$ cat src/rtl/missrank_pkg.sv
package missrank_pkg;
    typedef enum logic [1:0] {
        SEL_IDLE   = 2'd0,
        SEL_REPORT = 2'd1,
        SEL_REJECT = 2'd2
    } sel_state_e;
endpackage

$ cat src/rtl/missrank_age.sv
module missrank_age #(
    parameter int WAYS = 8,
    parameter int AW   = $clog2(WAYS)
) (
    input  logic                    clk,
    input  logic                    rst_n,
    input  logic                    touch,
    input  logic [AW-1:0]           touch_way,
    output logic [WAYS-1:0][AW-1:0] ages
);
    logic [AW-1:0] hit_age;

    assign hit_age = ages[touch_way];

    always_ff @(posedge clk) begin
        if (!rst_n) begin
            for (int w = 0; w < WAYS; w++) ages[w] <= AW'(w);
        end else if (touch) begin
            for (int w = 0; w < WAYS; w++) begin
                if (AW'(w) == touch_way)   ages[w] <= '0;
                else if (ages[w] < hit_age) ages[w] <= ages[w] + 1'b1;
            end
        end
    end

    // Ages must always form a permutation of 0..WAYS-1.
    logic [WAYS-1:0] age_seen;
    always_comb begin
        age_seen = '0;
        for (int w = 0; w < WAYS; w++) age_seen[ages[w]] = 1'b1;
    end

    assert_ages_distinct_R8: assert property (@(posedge clk) disable iff (!rst_n)
        &age_seen);

    assert_touch_youngest_R8: assert property (@(posedge clk) disable iff (!rst_n)
        touch |=> ages[$past(touch_way)] == '0);
endmodule

$ cat src/rtl/missrank_pin.sv
module missrank_pin #(
    parameter int WAYS    = 8,
    parameter int PIN_MAX = 2,
    parameter int AW      = $clog2(WAYS)
) (
    input  logic            clk,
    input  logic            rst_n,
    input  logic            pin,
    input  logic            unpin,
    input  logic [AW-1:0]   way,
    output logic [WAYS-1:0] pinned,
    output logic            refuse
);
    localparam int CW = $clog2(WAYS + 1);

    logic [CW-1:0] pin_cnt;

    always_comb begin
        pin_cnt = '0;
        for (int w = 0; w < WAYS; w++) pin_cnt = pin_cnt + CW'(pinned[w]);
    end

    assign refuse = pin && !pinned[way] && (pin_cnt >= CW'(PIN_MAX));

    always_ff @(posedge clk) begin
        if (!rst_n) begin
            pinned <= '0;
        end else if (pin && !refuse) begin
            pinned[way] <= 1'b1;
        end else if (unpin) begin
            pinned[way] <= 1'b0;
        end
    end

    assert_pin_limit_R6: assert property (@(posedge clk) disable iff (!rst_n)
        $countones(pinned) <= PIN_MAX);

    assert_unpin_clears_R7: assert property (@(posedge clk) disable iff (!rst_n)
        (unpin && !pin) |=> !pinned[$past(way)]);
endmodule

$ cat src/rtl/missrank_pick.sv
module missrank_pick #(
    parameter int WAYS = 8,
    parameter int CNTW = 8,
    parameter int AW   = $clog2(WAYS)
) (
    input  logic [WAYS-1:0]           valid,
    input  logic [WAYS-1:0]           pinned,
    input  logic [WAYS-1:0][CNTW-1:0] counts,
    input  logic [WAYS-1:0][AW-1:0]   ages,
    input  logic                      lru_only,
    output logic [AW-1:0]             pick,
    output logic                      found
);
    localparam int KW = CNTW + AW;

    logic [WAYS-1:0] free_slot;
    logic [AW-1:0]   free_way;
    logic            free_any;
    logic [WAYS-1:0][KW-1:0] rank;
    logic [AW-1:0]   best_way;
    logic [KW-1:0]   best_key;
    logic            best_any;

    // Rank key: smaller is better. Count first (zeroed in LRU mode), then
    // inverted age so the oldest way has the smallest tail.
    genvar g;
    generate
        for (g = 0; g < WAYS; g++) begin : g_rank
            assign free_slot[g] = !valid[g] && !pinned[g];
            assign rank[g] = {(lru_only ? {CNTW{1'b0}} : counts[g]),
                              AW'(WAYS - 1) - ages[g]};
        end
    endgenerate

    always_comb begin
        free_way = '0;
        free_any = 1'b0;
        for (int w = WAYS - 1; w >= 0; w--) begin
            if (free_slot[w]) begin
                free_way = AW'(w);
                free_any = 1'b1;
            end
        end
    end

    always_comb begin
        best_way = '0;
        best_key = '1;
        best_any = 1'b0;
        for (int w = 0; w < WAYS; w++) begin
            if (!pinned[w] && (!best_any || rank[w] < best_key)) begin
                best_way = AW'(w);
                best_key = rank[w];
                best_any = 1'b1;
            end
        end
    end

    assign pick  = free_any ? free_way : best_way;
    assign found = free_any || best_any;
endmodule

$ cat src/rtl/missrank_victim_sel.sv
module missrank_victim_sel #(
    parameter int WAYS    = 8,
    parameter int CNTW    = 8,
    parameter int PIN_PCT = 25,
    parameter int AW      = $clog2(WAYS),
    parameter int PIN_MAX = WAYS * PIN_PCT / 100
) (
    input  logic            clk,
    input  logic            rst_n,
    input  logic            touch_en,
    input  logic [AW-1:0]   touch_way,
    input  logic            fill_req,
    input  logic [CNTW-1:0] fill_misses,
    input  logic            pin_req,
    input  logic            unpin_req,
    input  logic [AW-1:0]   pin_way,
    input  logic            lru_only,
    output logic            victim_valid,
    output logic [AW-1:0]   victim_way,
    output logic            pin_reject
);
    import missrank_pkg::*;

    sel_state_e state_q, state_d;

    logic [WAYS-1:0]           line_valid;
    logic [WAYS-1:0][CNTW-1:0] line_cnt;
    logic [WAYS-1:0]           pinned;
    logic [WAYS-1:0][AW-1:0]   ages;
    logic [AW-1:0]             pick;
    logic                      found;
    logic                      refuse;
    logic                      do_fill, do_pin, do_unpin, do_touch;
    logic                      age_touch;
    logic [AW-1:0]             age_way;

    // One command per cycle; collisions resolve fill > pin > unpin > hit.
    assign do_fill  = fill_req;
    assign do_pin   = pin_req && !fill_req;
    assign do_unpin = unpin_req && !fill_req && !pin_req;
    assign do_touch = touch_en && !fill_req && !pin_req && !unpin_req;

    assign age_touch = do_fill || do_touch;
    assign age_way   = do_fill ? pick : touch_way;

    missrank_age #(.WAYS(WAYS), .AW(AW)) u_age (
        .clk       (clk),
        .rst_n     (rst_n),
        .touch     (age_touch),
        .touch_way (age_way),
        .ages      (ages)
    );

    missrank_pin #(.WAYS(WAYS), .PIN_MAX(PIN_MAX), .AW(AW)) u_pin (
        .clk    (clk),
        .rst_n  (rst_n),
        .pin    (do_pin),
        .unpin  (do_unpin),
        .way    (pin_way),
        .pinned (pinned),
        .refuse (refuse)
    );

    missrank_pick #(.WAYS(WAYS), .CNTW(CNTW), .AW(AW)) u_pick (
        .valid    (line_valid),
        .pinned   (pinned),
        .counts   (line_cnt),
        .ages     (ages),
        .lru_only (lru_only),
        .pick     (pick),
        .found    (found)
    );

    // Per-line contents written on fill.
    always_ff @(posedge clk) begin
        if (!rst_n) begin
            line_valid <= '0;
            line_cnt   <= '0;
        end else if (do_fill) begin
            line_valid[pick] <= 1'b1;
            line_cnt[pick]   <= fill_misses;
        end
    end

    // Victim index register.
    always_ff @(posedge clk) begin
        if (!rst_n)       victim_way <= '0;
        else if (do_fill) victim_way <= pick;
    end

    // State register.
    always_ff @(posedge clk) begin
        if (!rst_n) state_q <= SEL_IDLE;
        else        state_q <= state_d;
    end

    // Next state: every state accepts a new command.
    always_comb begin
        unique case (state_q)
            SEL_IDLE, SEL_REPORT, SEL_REJECT: begin
                if (do_fill)                state_d = SEL_REPORT;
                else if (do_pin && refuse)  state_d = SEL_REJECT;
                else                        state_d = SEL_IDLE;
            end
            default: state_d = SEL_IDLE;
        endcase
    end

    // Outputs decoded from the state.
    always_comb begin
        victim_valid = 1'b0;
        pin_reject   = 1'b0;
        unique case (state_q)
            SEL_IDLE:   ;
            SEL_REPORT: victim_valid = 1'b1;
            SEL_REJECT: pin_reject   = 1'b1;
            default:    ;
        endcase
    end

    assert_victim_unpinned_R1: assert property (@(posedge clk) disable iff (!rst_n)
        victim_valid |-> !pinned[victim_way]);

    assert_victim_filled_R10: assert property (@(posedge clk) disable iff (!rst_n)
        victim_valid |-> line_valid[victim_way]);

    assert_victim_after_fill_R9: assert property (@(posedge clk) disable iff (!rst_n)
        victim_valid |-> $past(fill_req));

    assert_reject_after_pin_R6: assert property (@(posedge clk) disable iff (!rst_n)
        pin_reject |-> ($past(pin_req) && !$past(fill_req)));

    assert_candidate_exists_R1: assert property (@(posedge clk) disable iff (!rst_n)
        fill_req |-> found);

    assert_pulses_exclusive_R9: assert property (@(posedge clk) disable iff (!rst_n)
        !(victim_valid && pin_reject));
endmodule

$ cat config.mk
export PLATFORM = sky130hd
export DESIGN_NAME = missrank_victim_sel
export DESIGN_NICKNAME = d
export VERILOG_FILES = /design/src/rtl/missrank_pkg.sv /design/src/rtl/missrank_age.sv /design/src/rtl/missrank_pin.sv /design/src/rtl/missrank_pick.sv /design/src/rtl/missrank_victim_sel.sv
export SDC_FILE = /design/constraint.sdc
export NUM_CORES = 1
export LEC_CHECK = 0
export ABC_AREA = 1
export BUFFER_PORTS_ARGS = -buffer_cell sky130_fd_sc_hd__buf_4
export CAP_MARGIN = 20
export CORE_MARGIN = 10
export CORE_UTILIZATION = 58
export DETAILED_ROUTE_END_ITERATION = 8
export PLACE_DENSITY_LB_ADDON = 0.12
export SKIP_LAST_GASP = 1
export SLEW_MARGIN = 20
export SYNTH_ARGS = -nofsm -noshare
export SYNTH_HDL_FRONTEND = slang
export SYNTH_SLANG_ARGS = --single-unit
$ cat constraint.sdc
create_clock -name clk -period 16.6 [get_ports clk]
set_clock_uncertainty 0.2 [all_clocks]
set_input_delay 4.15 -clock clk [delete_from_list [all_inputs] [get_ports clk]]
set_output_delay 4.15 -clock clk [all_outputs]
set_load 0.02 [all_outputs]
==> run metrics <==
Max-Cap Viols 0; largest net degree at the start of global routing between 80 and 90; P per Cell Area between 100 and 150 nW/µm²; number of diodes 0; critical path's slowest cell o21ai_0; Min-Delay Path Depth 2; initial antenna violation count 0; Worst Hold Launch line_cnt[63]$_SDFFE_PN0P_; Mapped Nets roughly 1400; row cnt 43; slew margin rel. 0.402; outcome complete, no violations; residual DRC count 0; Synth area leader dfxtp_1; Reg clk slew, reported paths about 0.080 ns; Tmin final 15.73 ns; most common library cells after synthesis nand2_1 (267), inv_1 (161), o21ai_0 (139), nor2_1 (133), a21oi_1 (122); Ports 26; final global-route overflow total 0; Syn. warnings 0; syn_area_per_cell 6.49 µm²; top_reg_cell synth dfxtp_1; Worst Hold End line_cnt[63]$_SDFFE_PN0P_; clk_lat worst skew ~0.37 ns; area grow syn2layout 11.2%; post-route cell area 9120 µm²; Post-synth EDFFs 0; WL final approximately 22000 µm; htree depth 3; hold crit path type flop to flop; Longest Clk Path Bufs 2; startpoint types input pin; fin crit share 0.948; Pwr Total between 1 and 1.5 mW; RePlAce Congestion 1.00; Starting Density 0.591; post-route insts no fill between 1000 and 1500; hold buffers post-CTS 0; clock root buffer clkbuf_16; CP Max Fanout 21; area of the mapped netlist between 8000 and 9000 µm²; critical path required time about 17 ns; Final Net Count approximately 1400; Iteration-0 DRC Markers about 580; dpl hpwl around 16000 µm; most instantiated library cell after synthesis nand2_1; maximum vdd drop around 0.076 mV; die width ~140 µm; vias in the first global route around 7400; Critical Path AT ~16 ns; clk sinks 109; DR vias/cell approximately 5.6; Fmax achieved 63.6 MHz; critical path class input pin to flop; R2R setup slack 4.19 ns; I/O Buffers 25; number of nets still failing antenna checks after routing 0; Pre-antenna DRT Iters 6; Yosys cell types 41; share of cells above drive strength 1 0.109; CP peak stage delay 0.38 ns; R2R cell count just over 80; total CTS buffers 9; FF+latch area 2180 µm²; Synth Register Bits roughly 110; Cells after DPL about 1400; first-pass GRT wire length around 35000 µm; pins over their slew limit 0; most used cell, CP nand2_1; hold_ws between 0.2 and 0.3 ns; total negative slack 0 ns; asr flop ratio synth 0; Die Span Y between 100 and 150 µm; Final Hold Vio Count 0; Pleak between 4 and 5 nW; Slew @ Worst Pin 0.891 ns; # fillers between 1000 and 1500; post-synthesis sequential area ratio 0.266; setup violators final 0; multi-input logic area 5480 µm²; Cell Area, Placed between 8000 and 9000 µm²; Synth top area share 0.266; core area 13900 µm²; Total GRT Usage 0.215; full die area slightly below 20000 µm²; WL/cell 14.9 µm; synth top area cells dfxtp_1 (27%), ha_1 (14%), nand2_1 (12%); Cells after Synth about 1300; CTS tree yes; critical path capture point type flop; vias 8114; capture point of the worst reg-to-reg path u_age.ages[19]$_SDFFE_PN1P_
[kinds of logic (layout without fill, tap and decap cells)]
| family | after synthesis | after routing | share of synthesized area |
|---|---|---|---|
| AND/OR/NAND/NOR | 559 | 565 | 0.298 |
| AO/OA/AOI/OAI | 284 | 284 | 0.183 |
| buffers and inverters | 211 | 221 | 0.0992 |
| flip-flops | 109 | 109 | 0.266 |
| adder cells (fa/ha/maj) | 94 | 94 | 0.147 |
| XOR/XNOR | 6 | 6 | 0.00641 |
[routing by layer]
metal,up-vias,global-route usage,part of all wire
li1,4193,-,-
met2,198,0.349,0.46
met1,3691,0.282,0.47
met3,32,0.0274,0.052
met5,-,0,0
met4,0,0.0851,0.021
[what timing repair did]
item	in CTS	in global routing
endpoints found under the setup margin	24	93
buffers inserted	0	8
pin swaps	0	18
resized for setup	7	72
gates cloned	0	6
[power breakdown]
group	switching, mW	total [mW]	internal [mW]
combinational	0.483	0.758	0.275
sequential	0.0210	0.300	0.279
clock	0.113	0.220	0.107
[worst max-delay path: cells and delay by family]
family | cells | cell delay (ns)
simple gates | 47 | 4.36
compound gates | 25 | 4.09
fa+ha+maj | 8 | 2.41
buf+inv | 6 | 0.73
[layout make-up]
cell class              count  share of cell area
repair buffers             39              0.0335
inverters                 166              0.0696
clock inverters             6             0.00659
clock buffers              10              0.0251
flip-flops and latches    109               0.239
well taps                 180              0.0247
multi-input cells         949               0.601
[sequential cells by signal (all words and copies together) (netlist names), named ones only]
signal / cells
line_valid: 8
u_age.ages: 24
victim_way: 3
state_q: 2
line_cnt: 64
[how the worst max path moves through the flow]
stage	start	endpoint	slack, ns
final	lru_only	u_age.ages[19]$_SDFFE_PN1P_	0.87
after global routing	lru_only	u_age.ages[15]$_SDFFE_PN1P_	-0.11
after CTS	lru_only	u_age.ages[19]$_SDFFE_PN1P_	0.08
after detailed placement	lru_only	u_age.ages[15]$_SDFFE_PN1P_	-0.60
after global placement	lru_only	u_age.ages[19]$_SDFFE_PN1P_	-0.19
after floorplan	lru_only	u_age.ages[15]$_SDFFE_PN1P_	0.65
[cell usage in the layout, fill, tap and decap left out, types with 15 or more instances in the layout]
cell and instances:
a21oi_1 112, buf_4 38, dfxtp_1 109, ha_1 90, inv_1 160, nand2_1 263, nand2_2 24, nand3_1 84
nand4_1 15, nor2_1 132, o21ai_0 110, o21ai_1 24
[metrics by stage]
| stage | utilization | worst slack [ns] |
|---|---|---|
| final | 0.657 | 0.868 |
| after global routing | 0.657 | -0.109 |
| after CTS | 0.632 | 0.0758 |
| after detailed placement | 0.611 | -0.600 |
| after global placement | 0.611 | -0.185 |
| after floorplan | - | 0.653 |
Note: power is estimated with default switching activity, not from simulation.
